$ cat config.mk
export PLATFORM = sky130hd
export DESIGN_NAME = bank_ap_tracker
export DESIGN_NICKNAME = d
export VERILOG_FILES = /design/src/rtl/bank_ap_pkg.sv /design/src/rtl/bank_ap_timer.sv /design/src/rtl/bank_ap_decode.sv /design/src/rtl/bank_ap_tracker.sv
export SDC_FILE = /design/constraint.sdc
export NUM_CORES = 1
export LEC_CHECK = 0
export CAP_MARGIN = 20
export CORE_ASPECT_RATIO = 1.5
export CORE_MARGIN = 2
export CORE_UTILIZATION = 60
export CTS_CLUSTER_SIZE = 8
export DETAILED_ROUTE_END_ITERATION = 12
export DONT_BUFFER_PORTS = 1
export GPL_TIMING_DRIVEN = 0
export PLACE_DENSITY = 0.76
export SYNTH_ARGS = -nofsm -noshare
export SYNTH_HDL_FRONTEND = slang
export SYNTH_SLANG_ARGS = --single-unit
$ cat constraint.sdc
create_clock -name clk -period 4.45 [get_ports clk]
set_input_delay 0.445 -clock clk [delete_from_list [all_inputs] [get_ports clk]]
set_output_delay 0.445 -clock clk [all_outputs]
set_load 0.05 [all_outputs]
$ cat src/rtl/bank_ap_pkg.sv
package bank_ap_pkg;

    parameter int CFG_W = 6;
    parameter int CNT_W = CFG_W + 2;
    parameter int N_TMR = 4;

    typedef logic [CFG_W-1:0] cfg_t;
    typedef logic [CNT_W-1:0] cnt_t;

    typedef enum logic [2:0] {
        OP_NONE,
        OP_ACT,
        OP_RDAP,
        OP_WRAP,
        OP_PRE,
        OP_BAD
    } op_e;

    typedef struct packed {
        cfg_t al;
        cfg_t cl;
        cfg_t tras;
        cfg_t trtp;
        cfg_t twr;
        cfg_t trp;
        cfg_t trc;
        logic bl8;
    } timing_s;

    // A span of n edges is held as n-1 so that zero means "due on the next edge"
    function automatic cnt_t span_to_load(cnt_t n);
        return (n == '0) ? '0 : n - cnt_t'(1);
    endfunction

    function automatic cnt_t half_burst(timing_s t);
        return t.bl8 ? cnt_t'(4) : cnt_t'(2);
    endfunction

    function automatic cnt_t read_span(timing_s t);
        cnt_t burst_end;
        cnt_t rtp_end;
        burst_end = cnt_t'(t.al) + half_burst(t);
        rtp_end   = cnt_t'(t.al) + cnt_t'(t.trtp);
        return (burst_end > rtp_end) ? burst_end : rtp_end;
    endfunction

    function automatic cnt_t write_span(timing_s t);
        return cnt_t'(t.al) + cnt_t'(t.cl) + half_burst(t) + cnt_t'(t.twr) - cnt_t'(1);
    endfunction

endpackage

$ cat src/rtl/bank_ap_timer.sv
module bank_ap_timer
    import bank_ap_pkg::*;
(
    input  logic clk,
    input  logic rst,
    input  logic load,
    input  cnt_t span,
    output logic zero
);
    cnt_t remain;

    always_ff @(posedge clk) begin
        if (rst) begin
            remain <= '0;
        end else if (load) begin
            remain <= span_to_load(span);
        end else if (remain != '0) begin
            remain <= remain - cnt_t'(1);
        end
    end

    assign zero = (remain == '0);

    // an idle counter at zero stays at zero
    a_r11_sat_hold: assert property (@(posedge clk) disable iff (rst)
        (!load && zero) |=> zero);

endmodule

$ cat src/rtl/bank_ap_decode.sv
module bank_ap_decode
    import bank_ap_pkg::*;
(
    input  logic cmd_act,
    input  logic cmd_rd,
    input  logic cmd_wr,
    input  logic cmd_pre,
    input  logic ap_flag,
    input  logic open_q,
    input  logic pend_q,
    input  logic act_ok,
    input  logic tras_met,
    output op_e  op
);
    logic [2:0] n_cmd;

    always_comb begin
        n_cmd = 3'(cmd_act) + 3'(cmd_rd) + 3'(cmd_wr) + 3'(cmd_pre);
        op = OP_NONE;
        if (n_cmd > 3'd1) begin
            op = OP_BAD;
        end else if (cmd_act) begin
            op = act_ok ? OP_ACT : OP_BAD;
        end else if (cmd_rd || cmd_wr) begin
            if (!open_q || pend_q)
                op = OP_BAD;
            else if (ap_flag)
                op = cmd_rd ? OP_RDAP : OP_WRAP;
        end else if (cmd_pre) begin
            if (pend_q)
                op = OP_BAD;
            else if (open_q)
                op = tras_met ? OP_PRE : OP_BAD;
        end
    end

endmodule

$ cat src/rtl/bank_ap_tracker.sv
module bank_ap_tracker
    import bank_ap_pkg::*;
(
    input  logic             clk,
    input  logic             rst,
    input  logic             cmd_act,
    input  logic             cmd_rd,
    input  logic             cmd_wr,
    input  logic             cmd_pre,
    input  logic             ap_flag,
    input  logic [CFG_W-1:0] cfg_al,
    input  logic [CFG_W-1:0] cfg_cl,
    input  logic             cfg_bl8,
    input  logic [CFG_W-1:0] cfg_tras,
    input  logic [CFG_W-1:0] cfg_trtp,
    input  logic [CFG_W-1:0] cfg_twr,
    input  logic [CFG_W-1:0] cfg_trp,
    input  logic [CFG_W-1:0] cfg_trc,
    output logic             bank_open,
    output logic             pre_start,
    output logic             act_ok,
    output logic             illegal_cmd
);
    localparam int T_RAS = 0;
    localparam int T_RC  = 1;
    localparam int T_RP  = 2;
    localparam int T_AP  = 3;

    timing_s          tm;
    op_e              op;
    logic             pend_q;
    logic             fire;
    logic [N_TMR-1:0] t_load;
    logic [N_TMR-1:0] t_zero;
    cnt_t             t_span [N_TMR];

    assign tm = '{al: cfg_al, cl: cfg_cl, tras: cfg_tras, trtp: cfg_trtp,
                  twr: cfg_twr, trp: cfg_trp, trc: cfg_trc, bl8: cfg_bl8};

    assign act_ok = !bank_open && t_zero[T_RP] && t_zero[T_RC];
    assign fire   = pend_q && t_zero[T_AP] && t_zero[T_RAS];

    bank_ap_decode u_dec (
        .cmd_act  (cmd_act),
        .cmd_rd   (cmd_rd),
        .cmd_wr   (cmd_wr),
        .cmd_pre  (cmd_pre),
        .ap_flag  (ap_flag),
        .open_q   (bank_open),
        .pend_q   (pend_q),
        .act_ok   (act_ok),
        .tras_met (t_zero[T_RAS]),
        .op       (op)
    );

    always_comb begin
        t_load[T_RAS] = (op == OP_ACT);
        t_load[T_RC]  = (op == OP_ACT);
        t_load[T_RP]  = fire || (op == OP_PRE);
        t_load[T_AP]  = (op == OP_RDAP) || (op == OP_WRAP);
        t_span[T_RAS] = cnt_t'(tm.tras);
        t_span[T_RC]  = cnt_t'(tm.trc);
        t_span[T_RP]  = cnt_t'(tm.trp);
        t_span[T_AP]  = (op == OP_RDAP) ? read_span(tm) : write_span(tm);
    end

    for (genvar i = 0; i < N_TMR; i++) begin : g_tmr
        bank_ap_timer u_tmr (
            .clk  (clk),
            .rst  (rst),
            .load (t_load[i]),
            .span (t_span[i]),
            .zero (t_zero[i])
        );
    end

    always_ff @(posedge clk) begin
        if (rst) begin
            bank_open   <= 1'b0;
            pend_q      <= 1'b0;
            pre_start   <= 1'b0;
            illegal_cmd <= 1'b0;
        end else begin
            pre_start   <= fire;
            illegal_cmd <= (op == OP_BAD);
            case (op)
                OP_ACT:           bank_open <= 1'b1;
                OP_RDAP, OP_WRAP: pend_q    <= 1'b1;
                OP_PRE:           bank_open <= 1'b0;
                default:          ;
            endcase
            if (fire) begin
                bank_open <= 1'b0;
                pend_q    <= 1'b0;
            end
        end
    end

    // an accepted Activate opens the bank
    a_r1_act_opens: assert property (@(posedge clk) disable iff (rst)
        (op == OP_ACT) |=> bank_open);

    // Activate is never allowed on an open or pending bank
    a_r7_ok_closed: assert property (@(posedge clk) disable iff (rst)
        act_ok |-> (!bank_open && !pend_q));

    // the start pulse leaves the bank closed and lasts one cycle
    a_r4_pulse_closes: assert property (@(posedge clk) disable iff (rst)
        pre_start |-> !bank_open);
    a_r4_pulse_single: assert property (@(posedge clk) disable iff (rst)
        pre_start |=> !pre_start);

    // a rejected command leaves the bank state alone
    a_r8_illegal_hold: assert property (@(posedge clk) disable iff (rst)
        (illegal_cmd && !pre_start) |-> $stable(bank_open));

    // several strobes at once are rejected
    a_r10_multi: assert property (@(posedge clk) disable iff (rst)
        ((cmd_act && cmd_rd) || (cmd_pre && cmd_wr)) |=> illegal_cmd);

endmodule

==> results of run 1 <==
==> power breakdown <==
group / internal [W] / switching (W)
Sequential: 0.000449 / 0.000115
Clock: 0.000166 / 0.000120
Combinational: 0.000623 / 0.000731
==> metrics by stage <==
stage	setup WS, ns	hold slack, ns	instance area [sq um]	util	power, W
floorplan	0.341	0.479	3730	-	0.00167
global placement	0.0265	0.509	3820	0.627	0.00187
detailed placement	-0.0288	0.516	3830	0.629	0.00191
CTS	0.267	0.308	3930	0.646	0.00221
global route	0.0765	0.321	3940	0.647	0.00241
finish	0.313	0.313	3940	0.647	0.00220
==> state kept, by name, indices dropped and copies added, names as in the netlist <==
name / count
bank_open: 1
illegal_cmd: 1
pre_start: 1
g_tmr.u_tmr.remain: 32
pend_q: 1
==> logic make-up after synthesis <==
| logic type | count (synthesis) |
|---|---|
| AOI/OAI and AO/OA | 93 |
| xor gates and xnor gates | 39 |
| adders and majority gates | 52 |
| buffers and inverters | 68 |
| DFF | 36 |
| muxes | 10 |
| and+or+nand+nor | 170 |
==> final timing paths <==
kind / end / slack (ns) / depth (start not counted)
setup / recovery: g_tmr[3].u_tmr.remain[0]$_SDFFE_PP0P_ / 0.31 / 16
setup reg to reg: g_tmr[3].u_tmr.remain[0]$_SDFFE_PP0P_ / 1.21 / 9
hold / removal: g_tmr[0].u_tmr.remain[4]$_SDFFE_PP0P_ / 0.31 / 2
hold reg to reg: g_tmr[0].u_tmr.remain[6]$_SDFFE_PP0P_ / 0.53 / 2
==> synthesized netlist by cell type, types with 7 or more instances <==
cell      count  share of area
a211oi_1      8          0.016
a21oi_1      32          0.043
a31oi_1       7          0.012
dfxtp_1      36           0.19
fa_1         10          0.054
ha_1         42           0.14
inv_1        59          0.059
nand2_1      23          0.023
nand3_1      12          0.016
nor2_1       59          0.059
nor3_1       32          0.043
nor3b_1       7          0.014
o21ai_0       8          0.011
xnor2_1      24          0.056
xor2_1       15          0.035
==> routing by layer <==
metal,GRT usage,vias up
li1,-,1659
met1,0.241,1534
met2,0.512,88
met3,0.0380,19
met4,0.106,0
met5,0,-
==> layout by cell type, fill, tap and decap left out, types with 5 or more instances in the layout <==
cell type and n:
nor2_1 59, inv_1 59, ha_1 42, dfxtp_1 36
a21oi_1 32, nor3_1 32, xnor2_1 24, nand2_1 23
xor2_1 15, nand3_1 12, fa_1 10, o21ai_0 8
a211oi_1 8, nor3b_1 7, clkbuf_1 7, mux2i_1 6
a31oi_1 6, a21o_1 6, or3_1 5, o32ai_1 5
clkbuf_8 5
==> cell type report <==
cell class | count | share of cell area
buffer | 9 | 0.0102
clock buffer | 6 | 0.0184
clock inverter | 2 | 0.00889
inverter | 59 | 0.0562
multi-input combinational | 364 | 0.698
sequential | 36 | 0.183
tap | 74 | 0.0235
timing repair buffer | 1 | 0.00191
==> repair_timing <==
item,4_1_cts,5_1_grt
resized for setup,0,1
setup endpoints to repair,0,1
hold buffers,0,0
==> run_results.csv, run 1 <==
group,metric,value,unit
status,status,"finished, final reports clean",
final_layout,stdcell_count,551,
critical_path,r2r_start,"bank_open$_SDFFE_PP0P_",
power,p_leak,1.72,nW
cts,cts_tree,"built",
timing,setup_tns,0,ns
critical_path,crit_type,"in -> reg",
place,portBuffers,0,
floorplanning,fp.dieW,68.3,um
floorplanning,row_count,35,
floorplanning,die-area,0.00687,sq mm
power,p_per_area,559,mW/mm^2
critical_path,required,4.62,ns
synthesis,synth_top_family_by_area,"simple AND/OR/NAND/NOR gates",
synthesis,synth_mux_area_frac,0.0312,
power,peakVddDrop,0.244,mV
cts,path_clk_slew,0.07,ns
synthesis,yosys_warnings,0,
route,avgViaCountPerCell,5.99,
final_layout,fillers,559,
critical_path,cp-end-kind,"flop",
critical_path,path_max_fanout,4,
synthesis,synthFlopType,"dfxtp_1",
synthesis,ys_ff_latch,36,
synthesis,yosysSeqAreaShare,0.193,
synthesis,post_synth.cell_area_avg,7.96,sq um
synthesis,synth_fp_nets,570,
critical_path,path_delay_family,"compound AO/OA/AOI/OAI gates",
critical_path,critPathLaunch,"cfg_bl8",
synthesis,ys_async_sr_fraction,0,
critical_path,path_buf_inv,2,
final_layout,multiInputGateArea,0.00275,sq mm
critical_path,crit_arrival,4.31,ns
route,dr.max_layer_used,"met4",
timing,max_freq,242,MHz
floorplanning,core_area,0.00609,sq mm
global_route,grt_max_degree,12,
route,num_vias,3300,
global_route,grt_pass1_wl,13600,um
global_route,antenna_found_initial,0,
final_layout,final_nets,578,
cts,cts.htree.levels,2,
global_route,grt_usage,0.256,
synthesis,post_synth_fa_ha_maj_area_fraction,0.195,
timing,slew_headroom,0.554,
synthesis,synth-compound-area-share,0.178,
route,routedWlPerCell,14.8,um
synthesis,synth_xor_area_frac,0.0917,
cts,worstSkewPairLatency,0.29,ns
timing,period_minus_slack,4.14,ns
min_path,hp-class,"in -> reg",
final_layout,n_antenna_cell,0,
cts,numClockSinks,36,
timing,finalCritPeriodShare,0.930,
timing,finClkSkew,0.00687,ns
route,wl_met1,3000,um
timing,rsz0062_at_grt,"false",
route,antenna_left,0,
timing,setup_violations,0,
critical_path,crit_path_max_incr_delay,0.55,ns
place,dp.cells,543,
route,dr.first_iter.drc_count,118,
cts,ctsLongestPathBuffers,2,
floorplanning,initial_core_util,0.612,
timing,worst_pin_slew,0.664,ns
critical_path,slowest_stage,"or4b_4",
cts,cts_setup_buffers,0,
global_route,overflow,0,
min_path,min_from,"cfg_tras[5]",
critical_path,cp_cell_sequence,"inv_1 -> ha_1 -> inv_1 -> fa_1 -> or3_1 -> xnor2_1 -> ha_1 -> a21o_1 -> a21oi_1 -> a31oi_1 -> o22ai_1 -> ha_1 -> o311ai_1 -> or4b_4 -> a31oi_1 -> nor2_1",
place,place_congestion,0.852,
synthesis,synth.distinct_cells,66,
route,dr.pass1.iters,4,
final_layout,syn_to_final_growth,5.74,%
synthesis,synth_edf_count,0,
global_route,first_global_vias,3344,
cts,cts.root.buffer_cell,"clkbuf_8",
route,wl_met2,4490,um
flow_run,maxCapViolations,0,
timing,final_hold_viol_count,0,
cts,cts_buffers,5,
timing,drv_slew,0,
synthesis,yosys.area_share.simple,0.240,
floorplanning,die_h,101,um
critical_path,worstSetupStartpointType,"input port",
place,post-dp-hpwl,6790,um
route,routed_wl,8130,um
route,drc_errors,0,
route,routed-wl-met3,394,um
synthesis,syn-cell-area,0.00373,sq mm
critical_path,crit_top_cell,"ha_1",
final_layout,drive_gt1_frac,0.0713,
floorplanning,ios,54,
final_layout,seqCellArea,721,sq um
synthesis,synthCells,468,
(Power assumes the default switching activity.)
==> run 2: changes to the inputs <==
==> constraint.sdc (replaced) <==
create_clock -name clk -period 4.45 [get_ports clk]
set_input_delay 0.89 -clock clk [delete_from_list [all_inputs] [get_ports clk]]
set_output_delay 0.89 -clock clk [all_outputs]
set_load 0.05 [all_outputs]
==> run_results.csv, run 2 (synthesized netlist as in run 1, its figures left out) <==
group,metric,value,unit
final_layout,utilization,0.662,
timing,finClkSkew,0.00976,ns
critical_path,r2r_cells,11,
place,dp.cells,543,
place,portBuffers,0,
timing,final_hold_viol_count,0,
timing,max_freq,233,MHz
critical_path,crit_arrival,4.46,ns
floorplanning,initial_core_util,0.612,
final_layout,regMostFlops,"g_tmr.u_tmr.remain",
route,dr.pass1.iters,4,
cts,cts_tree,"built",
timing,period_minus_slack,4.28,ns
power,p_per_area,548,mW/mm^2
cts,postCtsHoldBufs,0,
route,routed_wl,8270,um
power,power,0.00221,W
route,dr.first_iter.drc_count,93,
cts,path_clk_slew,0.08,ns
critical_path,worstSetupStartpointType,"input port",
power,peakVddDrop,0.245,mV
floorplanning,row_count,35,
timing,drv_slew,0,
floorplanning,fp.dieW,68.3,um
route,avgViaCountPerCell,5.96,
critical_path,r2r-end,"g_tmr[3].u_tmr.remain[1]$_SDFFE_PP0P_",
floorplanning,die_h,101,um
final_layout,final_common_cell,"nor2_1",
global_route,overflow,0,
global_route,use_met2,0.521,
floorplanning,core_area,0.00609,sq mm
critical_path,crit_end,"g_tmr[3].u_tmr.remain[1]$_SDFFE_PP0P_",
global_route,grt_pass1_wl,13600,um
final_layout,largest_reg_flops,32,
timing,slew_headroom,0.533,
critical_path,required,4.62,ns
cts,cts_buffers,5,
global_route,grt_max_degree,12,
status,status,"finished, final reports clean",
min_path,hp-class,"reg -> reg",
cts,cts.htree.levels,2,
final_layout,final_nets,581,
global_route,use_met3,0.0324,
final_layout,n_antenna_cell,0,
route,drc_errors,0,
place,post-dp-hpwl,6810,um
place,place_congestion,0.864,
floorplanning,ios,54,
timing,setup_violations,0,
cts,numClockSinks,36,
floorplanning,die-area,0.00687,sq mm
critical_path,crit_type,"in -> reg",
critical_path,r2r_start,"bank_open$_SDFFE_PP0P_",
global_route,busiest_layer,"met2",
critical_path,critPathLaunch,"cfg_bl8",
flow_run,maxCapViolations,0,
cts,ctsLongestPathBuffers,2,
critical_path,reg2reg_slack,1.21,ns
final_layout,stdcell_count,554,
final_layout,drive_gt1_frac,0.106,
global_route,grt_usage,0.254,
route,num_vias,3302,
timing,worst_pin_slew,0.695,ns
cts,cts.root.buffer_cell,"clkbuf_8",
final_layout,layout_common_cells,"nor2_1, inv_1, ha_1",
critical_path,path_max_fanout,4,
global_route,grt_util_met1,0.233,
critical_path,cp-end-kind,"flop",
timing,timing.hold.ws,0.517,ns
route,routedWlPerCell,14.9,um
global_route,antenna_found_initial,0,
cts,worstSkewPairLatency,0.29,ns
final_layout,syn_to_final_growth,8.19,%
timing,finalCritPeriodShare,0.963,
route,antenna_left,0,
power,p_leak,1.73,nW
global_route,first_global_vias,3392,
[run 2: cell types whose count changed in the layout (fill, tap and decap cells not counted), moves of 2 or more]
cell | previous run | this run
a21oi_1 | 32 | 29
nor3_2 | 0 | 2
a21oi_2 | 1 | 3
nor3_1 | 32 | 30
ha_2 | 0 | 2
buf_4 | 2 | 5
clkinvlp_4 | 0 | 2
ha_1 | 42 | 40
[run 2: worst min-delay path by stage]
| stage | startpoint | endpoint | slack (ns) | cells past startpoint |
|---|---|---|---|---|
| floorplan | g_tmr[1].u_tmr.remain[0]$_SDFFE_PP0P_ | g_tmr[1].u_tmr.remain[0]$_SDFFE_PP0P_ | 0.48 | 2 |
| global placement | g_tmr[0].u_tmr.remain[7]$_SDFFE_PP0P_ | g_tmr[0].u_tmr.remain[6]$_SDFFE_PP0P_ | 0.50 | 2 |
| detailed placement | g_tmr[0].u_tmr.remain[7]$_SDFFE_PP0P_ | g_tmr[0].u_tmr.remain[6]$_SDFFE_PP0P_ | 0.51 | 2 |
| CTS | g_tmr[0].u_tmr.remain[7]$_SDFFE_PP0P_ | g_tmr[0].u_tmr.remain[6]$_SDFFE_PP0P_ | 0.52 | 2 |
| global route | g_tmr[0].u_tmr.remain[7]$_SDFFE_PP0P_ | g_tmr[0].u_tmr.remain[6]$_SDFFE_PP0P_ | 0.54 | 2 |
| finish | g_tmr[0].u_tmr.remain[7]$_SDFFE_PP0P_ | g_tmr[0].u_tmr.remain[6]$_SDFFE_PP0P_ | 0.52 | 2 |
[run 2: cell type report]
class	count	area [sq um]
Multi-Input combinational cell	364	2830
Inverter	59	225
Clock buffer	7	86.3
Clock inverter	1	7.51
Tap cell	74	92.6
Timing Repair Buffer	4	30.0
Buffer	9	40.0
Sequential cell	36	721
Fill cell	533	2060
[run 2: report_power, final]
| part | internal, W | switching [W] | leakage, nW |
|---|---|---|---|
| Combinational | 0.000648 | 0.000750 | 1.39 |
| Clock | 0.000126 | 0.000125 | 0.0445 |
| Sequential | 0.000449 | 0.000113 | 0.297 |
[run 2: critical path, cell delays in order]
cell,delay (ns)
clkinvlp_4,0.08
ha_2,0.18
inv_1,0.05
fa_1,0.38
or3_1,0.33
xnor2_1,0.15
ha_1,0.32
nand3_2,0.11
or3_4,0.44
a41o_1,0.23
o22ai_4,0.17
ha_2,0.21
o311ai_1,0.11
or4b_4,0.55
a31oi_1,0.19
nor2_1,0.05
[run 2: per-layer routing]
layer | wire length (um) | vias to the layer above
li1 | - | 1665
met1 | 3100 | 1548
met2 | 4650 | 72
met3 | 327 | 17
met4 | 191 | 0
met5 | 0 | -
[run 2: metrics by stage]
stage                     setup TNS (ns)  area (sq um)  setup slack, ns
after global placement             -1.82          3840           -0.266
final                                  0          4030            0.166
after detailed placement           -2.19          3850           -0.315
after floorplan                        0          3750           0.0257
after CTS                              0          3950           0.0276
after global routing             -0.0508          4030          -0.0205
[run 2: what timing repair did]
item / CTS / global route
setup endpoints to repair: 7 / 7
buffers inserted: 0 / 3
pin swaps: 0 / 7
resized for setup: 1 / 15
==> run 3: changes to the inputs <==
==> constraint.sdc (replaced) <==
create_clock -name clk -period 4.45 [get_ports clk]
set_input_delay 0.89 -clock clk [delete_from_list [all_inputs] [get_ports clk]]
set_output_delay 0.89 -clock clk [all_outputs]
set_load 0.02 [all_outputs]
==> run_results.csv, run 3 (synthesized netlist as in run 1, its figures left out) <==
group,metric,value,unit
status,status,"finished, final reports clean",
floorplanning,row_count,35,
place,portBuffers,0,
critical_path,crit_top_cell,"ha_1",
power,peakVddDrop,0.233,mV
route,antenna_left,0,
critical_path,cp-end-kind,"flop",
place,post-dp-hpwl,6870,um
cts,cts_tree,"built",
timing,finalCritPeriodShare,0.969,
min_path,hp-class,"reg -> reg",
final_layout,final_common_cell,"nor2_1",
final_layout,largest_reg_flops,32,
power,p_sw_frac,0.449,
critical_path,crit_arrival,4.48,ns
critical_path,r2r_cells,11,
final_layout,stdcell_count,552,
global_route,overflow,0,
cts,worstSkewPairLatency,0.30,ns
route,dr.first_iter.drc_count,101,
cts,postCtsHoldBufs,0,
place,place_congestion,0.864,
critical_path,cp_cell_sequence,"ha_1 -> fa_1 -> a21o_1 -> a21oi_2 -> xnor2_2 -> inv_1 -> ha_1 -> nand3_2 -> or3_4 -> a31oi_4 -> mux2i_2 -> nand2_1 -> ha_2 -> o311ai_1 -> or4b_4 -> a31oi_1 -> nor2_1",
timing,slew_headroom,0.552,
min_path,hold_path_depth,2,
critical_path,path_max_fanout,4,
timing,timing.hold.ws,0.512,ns
route,drc_errors,0,
cts,cts_buffers,5,
cts,cts.root.buffer_cell,"clkbuf_8",
final_layout,drive_gt1_frac,0.100,
flow_run,maxCapViolations,0,
global_route,antenna_found_initial,0,
power,clkPwrFrac,0.107,
floorplanning,initial_core_util,0.612,
route,routed_wl,8390,um
route,num_vias,3339,
timing,max_freq,232,MHz
power,pwr-share-seq,0.257,
global_route,grt_max_degree,12,
cts,ctsLongestPathBuffers,2,
route,routedWlPerCell,15.2,um
timing,setup_violations,0,
timing,worst_pin_slew,0.667,ns
place,dpl_cell_area,0.00384,sq mm
power,p_leak,1.72,nW
timing,period_minus_slack,4.31,ns
place,dp.cells,542,
final_layout,n_antenna_cell,0,
power,pwr-share-comb,0.637,
cts,numClockSinks,36,
power,p_switching,0.000980,W
power,intPower,0.00120,W
global_route,first_global_vias,3431,
cts,cts.htree.levels,2,
global_route,grt_usage,0.261,
timing,finClkSkew,0.0156,ns
global_route,grt_pass1_wl,14000,um
final_layout,final_nets,579,
floorplanning,die-area,0.00687,sq mm
final_layout,regMostFlops,"g_tmr.u_tmr.remain",
route,avgViaCountPerCell,6.05,
route,dr.pass1.iters,5,
floorplanning,core_area,0.00609,sq mm
critical_path,crit_path_max_incr_delay,0.55,ns
final_layout,final_area,0.00401,sq mm
floorplanning,ios,54,
cts,path_clk_slew,0.08,ns
floorplanning,die_h,101,um
power,p_per_area,545,mW/mm^2
timing,drv_slew,0,
critical_path,worstSetupStartpointType,"input port",
timing,final_hold_viol_count,0,
critical_path,slowest_stage,"or4b_4",
final_layout,syn_to_final_growth,7.49,%
final_layout,layout_common_cells,"nor2_1, inv_1, ha_1",
floorplanning,fp.dieW,68.3,um
critical_path,crit_type,"in -> reg",
critical_path,required,4.62,ns
[run 3: layout make-up]
cell class / count / area (sq um)
multi-input cells: 364 / 2830
clock inverters: 1 / 8.76
inverters: 59 / 225
repair buffers: 2 / 15.0
plain buffers: 9 / 40.0
fillers: 507 / 2080
clock buffers: 7 / 76.3
flip-flops and latches: 36 / 721
well taps: 74 / 92.6
[run 3: what timing repair did]
action,in CTS,in global routing
setup endpoints to repair,5,7
pin swaps,0,6
resized for setup,1,14
buffers inserted,0,2
[run 3: stage by stage]
stage | setup TNS [ns] | util | setup slack, ns | power [W]
2_1_floorplan | 0 | - | 0.0257 | 0.00167
3_3_place_gp | -1.82 | 0.631 | -0.266 | 0.00186
3_5_place_dp | -2.19 | 0.631 | -0.318 | 0.00191
4_1_cts | 0 | 0.645 | 0.0346 | 0.00215
5_1_grt | -0.0304 | 0.658 | -0.0127 | 0.00240
6_report | 0 | 0.658 | 0.139 | 0.00218
[run 3: layer usage]
layer | wire (um) | vias to the layer above | GRT usage
li1 | - | 1657 | -
met1 | 3090 | 1564 | 0.252
met2 | 4650 | 98 | 0.515
met3 | 404 | 20 | 0.0402
met4 | 246 | 0 | 0.109
met5 | 0 | - | 0
[run 3: final timing paths]
kind | to | slack, ns | start
min | g_tmr[0].u_tmr.remain[6]$_SDFFE_PP0P_ | 0.51 | g_tmr[0].u_tmr.remain[7]$_SDFFE_PP0P_
max | g_tmr[3].u_tmr.remain[1]$_SDFFE_PP0P_ | 0.14 | cfg_al[0]
min reg2reg | g_tmr[0].u_tmr.remain[6]$_SDFFE_PP0P_ | 0.51 | g_tmr[0].u_tmr.remain[7]$_SDFFE_PP0P_
max reg2reg | g_tmr[3].u_tmr.remain[1]$_SDFFE_PP0P_ | 1.43 | bank_open$_SDFFE_PP0P_
[run 3: power groups by stage]
stage          Clock [W]  Combinational [W]  Sequential, W
2_1_floorplan          0            0.00113       0.000538
3_5_place_dp           0            0.00134       0.000564
4_1_cts         0.000233            0.00136       0.000557
3_3_place_gp           0            0.00131       0.000558
5_1_grt         0.000244            0.00158       0.000576
6_report        0.000233            0.00139       0.000560
[run 3: worst max-delay path: cells and delay by family]
kind	cells	cell delay (ns)
AND/OR/NAND/NOR	5	1.27
adder cells (fa/ha/maj)	4	1.09
buffers and inverters	1	0.06
AO/OA/AOI/OAI	5	0.91
XOR/XNOR	1	0.15
multiplexers	1	0.11
